$ cat config.mk
export PLATFORM = sky130hd
export DESIGN_NAME = operand_bypass_ctrl
export DESIGN_NICKNAME = d
export VERILOG_FILES = /design/src/rtl/operand_bypass_ctrl.sv
export SDC_FILE = /design/constraint.sdc
export NUM_CORES = 1
export LEC_CHECK = 0
export CORE_MARGIN = 2
export CORE_UTILIZATION = 30
export DETAILED_ROUTE_END_ITERATION = 12
export PLACE_DENSITY = 0.7
export SETUP_SLACK_MARGIN = 0.5
export SLEW_MARGIN = 20
export SYNTH_ARGS = -nofsm -noshare
export SYNTH_HDL_FRONTEND = slang
export SYNTH_SLANG_ARGS = --single-unit
$ cat constraint.sdc
create_clock -name vclk -period 1.3
set_clock_uncertainty 0.15 [all_clocks]
set_input_delay 0.13 -clock vclk [all_inputs]
set_output_delay 0.13 -clock vclk [all_outputs]
set_load 0.1 [all_outputs]
$ cat src/rtl/operand_bypass_ctrl.sv
module operand_bypass_ctrl #(
  parameter int RW     = 4,
  parameter int NSRC   = 3,
  parameter int PC_IDX = 15
) (
  input  logic [NSRC-1:0][RW-1:0] dec_src,
  input  logic [NSRC-1:0]         dec_rd_en,
  input  logic [RW-1:0]           ex_dst,
  input  logic                    ex_we,
  input  logic                    ex_load,
  input  logic [RW-1:0]           mem_dst,
  input  logic                    mem_we,
  input  logic [RW-1:0]           wb_dst,
  input  logic                    wb_we,
  output logic [NSRC-1:0][1:0]    fwd_sel,
  output logic [NSRC-1:0]         pc_rd,
  output logic                    stall_fd,
  output logic                    bubble_ex
);
  localparam logic [1:0]    SEL_RF  = 2'd0;
  localparam logic [1:0]    SEL_EX  = 2'd1;
  localparam logic [1:0]    SEL_MEM = 2'd2;
  localparam logic [1:0]    SEL_WB  = 2'd3;
  localparam logic [RW-1:0] PC_NUM  = RW'(PC_IDX);

  wire ex_live  = ex_we  && (ex_dst  != PC_NUM);
  wire mem_live = mem_we && (mem_dst != PC_NUM);
  wire wb_live  = wb_we  && (wb_dst  != PC_NUM);

  logic [NSRC-1:0] use_stall;

  for (genvar i = 0; i < NSRC; i++) begin : g_opnd
    wire is_pc  = dec_src[i] == PC_NUM;
    wire live   = dec_rd_en[i] && !is_pc;
    wire hit_ex = live && ex_live  && (ex_dst  == dec_src[i]);
    wire hit_m  = live && mem_live && (mem_dst == dec_src[i]);
    wire hit_w  = live && wb_live  && (wb_dst  == dec_src[i]);

    assign fwd_sel[i]   = hit_ex ? SEL_EX  :
                          hit_m  ? SEL_MEM :
                          hit_w  ? SEL_WB  : SEL_RF;
    assign pc_rd[i]     = dec_rd_en[i] && is_pc;
    assign use_stall[i] = hit_ex && ex_load;
  end

  assign stall_fd  = |use_stall;
  assign bubble_ex = stall_fd;
endmodule


# ---- Yosys cells after proc, flatten, opt, wreduce, memory -nomap -nowiden
# Cells that the tools add are included.
dict set report op_classes {
  n_mul 0
  addsub 0
  n_shift 0
  n_eq_ne 15
  n_div 0
  mux 9
  n_lt_le_gt_ge 0
  reduce_logical 34
  n_bitwise 0
}
# op count
set op_table {}
lappend op_table {{equality test 4 bit} 9}
lappend op_table {{logical AND 1 bit} 30}
lappend op_table {{2-to-1 mux 2 bit} 9}
lappend op_table {{equality test 4 bit, second input constant} 3}
lappend op_table {{inequality test 4 bit, second input constant} 3}
lappend op_table {{zero test 1 bit} 3}
lappend op_table {{OR reduction 3 bit} 1}
dict set report totals {
  romBits 0
  ramBits 0
  wordCells 58
  memories 0
  latch_bits 0
  in_bits 31
  reg_bits 0
  output_inout_bits 11
}

# ---- Longest topological paths before layout
dict set report depth {
  word_depth 8
  mapped_depth 5
  depth_no_buf 4
}

# ---- Worst setup path before layout
# Ideal clock, no wire load.
dict set report synth_timing {
  path_type {input port to output port}
  start {input port dec_src[5] (netlist bit)}
  end {output port fwd_sel[3] (netlist bit)}
  cell_stages 4
  n_path_buf 0
  arrival_time_ns 2.189
  required_time_ns 1.020
  setup_slack_ns -1.169
  cell_sequence {xnor2_1 > nand4_1 > or3_1 > a21oi_1}
}
# item line_no
set synth_rtl {}
lappend synth_rtl {{start, declared} 6} ;# input logic [NSRC-1:0][RW-1:0] dec_src,
lappend synth_rtl {{end, declared} 15} ;# output logic [NSRC-1:0][1:0] fwd_sel,

==> results.md <==
- Outcome: finished, violations left
- Violations in the final reports: negative setup slack
- Peak supply drop: about 0.26 mV
- Number of DRC markers in iteration 0: 21
- CP cell instances: buf_12, nand4_1, nand2_2, or4_4, a211oi_4, buf_12
- Vias after detailed routing: 1012
- Register area: 0 um2
- Routed vias/inst: 5.50
- I/O pin count: 42
- Die footprint: approximately 2400 um2
- Post-synthesis cell type with the largest combined area: xnor2_1
- Share of the cycle needed by the critical path after routing: 138%
- Hold path start: dec_src[5]
- Sequential cell fraction of total power: 0%
- Core box area: 1920 um2
- Dominant cells by area after synthesis: xnor2_1 (29%), xor2_1 (24%), nand4_1 (11%)
- Type of the worst setup path: input pin to output pin
- Wire length of the first global-routing pass: 4960 um
- Site row count: 16
- Global placer's final weighted congestion: 0.806
- Headroom to the max-slew limit: 78.1%
- Post-route cell area: 1760 um2
- Starting utilization of the core area: 31.0%
- Min Tclk post-route: ~1800 ps
- Net count after synthesis: 114
- Hold_ws: 666 ps
- Transition time at the pin with the least slew margin: 328 ps
- Maximum cell stage delay along the critical path: between 500 and 600 ps
- Cells after Synth: 83
- Final Net Count: 190
- Proportion of layout cells with a drive suffix above 1: ~71%
- RSZ-0062 raised after global routing: true
- Synth-to-layout area growth: 195%
- Critical-path maximum fanout: 4
- DPL Wire Length: 2110 um
- Max-cap violation count: 0
- Tot GR Track Use: between 20% and 30%
- Die Width: 48.6 um
- HP Class: input pin to output pin
- Cell with the most instances on the worst path: buf_12
- Number of global-route vias before repair: roughly 1000
- Detailed-route wire length: roughly 3700 um
- Most instantiated library cell after synthesis: xnor2_1
- Critical path data required time: 1020 ps
- Clock power share: 0%
- Power Total: 0.000618 W
- Slowest stage cell, crit path: or4_4
- Static power due to leakage: 0.751 nW
- Count of flip-flops and latches: 0
- Top post-synthesis cells by count: xnor2_1 (20), xor2_1 (16), nand4_1 (10), nand2_1 (8), nor4_1 (5)
- Die height: 48.6 um
- Highest attainable clock frequency: 0.556 GHz
- WL per Instance: 20.2 um
- Startpoint types: input pin
- Count of endpoints failing hold in the final timing report: 0
- Post-layout worst setup margin: -497 ps
- Synthesized area divided by synthesized cell count: between 7 and 8 um2
- Port Buffers: between 40 and 50
- Synth warnings: 0
- Number of antenna violations at the first check in global routing: 0
- Number of buffers added to fix hold violations after cts: 0
- Part of the Yosys area used for sequential elements: 0%
- Internal: 0.000311 W
- Pwr Density: 352 nW/um2
- Final antenna-violating net count: 0
- Final-layout clock buffer total: 0
- Antenna cells: 0
- Kind of cell adding the most delay to the critical path: simple AND/OR/NAND/NOR gates
- Pin count of the biggest net entering global routing: 5
- Worst setup EP type: output pin
- Number of iterations in the first detailed-routing pass: 4
- Switching part of the total power: 49.7%
- Worst EP arrival: 1520 ps
- Buffer and inverter count on the worst path: 2
- Fraction of power consumed by combinational cells: 100.0%
- Number of pins exceeding their max-slew limit in the final report: 0
- Net switching power figure: 0.000307 W
- Overflow left after global routing: 0
- Library cells used by synthesis: 18
- End point of the most critical hold path: pc_rd[1]
- # DRC: 0
- Synth top area share: 29.4%
- Hold Path Cell Cnt: 5
- Placed cell areas: 1480 um2
- Synthesized area: 596 um2
- Endpoints failing setup: 9
-- cells in the final DEF, fill, tap and decap left out, drive strengths merged --
master         synthesis  final
dlymetal6s2s           0      1
a21oi                  1      1
or4                    2      2
inv                    4      4
nand4                 10     10
a41oi                  1      1
nor4                   5      5
or3                    1      1
xnor2                 20     20
nor2                   3      3
dlygate4sd2            0      3
a21o                   1      1
clkdlybuf4s15          0      2
a211oi                 2      2
nand2                  9      9
nor3                   4      4
o31a                   1      1
clkdlybuf4s50          0      1
xor2                  16     16
a41o                   2      2
buf                    1     68
-- cell families (layout without fill, tap and decap cells) --
| kind of cell | after synthesis | count (layout) | synth area share (%) |
|---|---|---|---|
| compound gates | 8 | 8 | 12.6 |
| xor+xnor | 36 | 36 | 52.9 |
| buf+inv | 5 | 79 | 3.78 |
| simple gates | 34 | 34 | 30.7 |
-- area by class of cell --
type / count / area [um2]
fill: 74 / 165
inverter: 4 / 15.0
tap: 27 / 33.8
timing repair buffer: 75 / 817
multi-input combinational: 78 / 891
-- worst max-delay path by stage --
| stage | depth (start not counted) | startpoint | end | slack [ps] |
|---|---|---|---|---|
| 2_1_floorplan | 4 | wb_dst[3] | fwd_sel[1] | -730 |
| 5_1_grt | 6 | wb_dst[0] | fwd_sel[5] | -520 |
| 4_1_cts | 6 | dec_src[0] | fwd_sel[1] | -480 |
| 3_3_place_gp | 6 | wb_dst[2] | fwd_sel[1] | -870 |
| 3_5_place_dp | 6 | wb_dst[1] | fwd_sel[1] | -920 |
| 6_report | 6 | wb_dst[0] | fwd_sel[1] | -500 |
-- power by group through the flow --
stage                     Sequential, W  Clock [W]  Combinational (W)
final                                 0          0           0.000618
after floorplan                       0          0           0.000227
after global placement                0          0           0.000476
after CTS                             0          0           0.000547
after global routing                  0          0           0.000645
after detailed placement              0          0           0.000484
-- metrics by stage --
step | worst slack (ps) | setup TNS, ps | utilization, % | cells
after floorplan | -729 | -2610 | - | 83
after global routing | -522 | -3860 | 91.4 | 184
final | -497 | -3470 | 91.4 | 184
after global placement | -868 | -7380 | 76.9 | 175
after detailed placement | -922 | -7590 | 76.9 | 175
after CTS | -476 | -3040 | 86.1 | 180
-- routing by layer --
layer	GRT usage, %	part of all wire (%)
met1	29.3	36
met2	55.1	53
met3	2.47	6.5
met4	8.10	4.1
met5	0	0
-- what timing repair did --
item / in CTS / in global routing
setup endpoints to repair: 11 / 11
pin swaps: 29 / 19
gates resized for setup: 165 / 19
setup buffers: 5 / 4
-- worst min-delay path: cells and delay by family --
family                 cells  cell delay, ps
and+or+nand+nor            2             150
buffers and inverters      3             400
No activity file was read; power rests on OpenSTA's default activity.
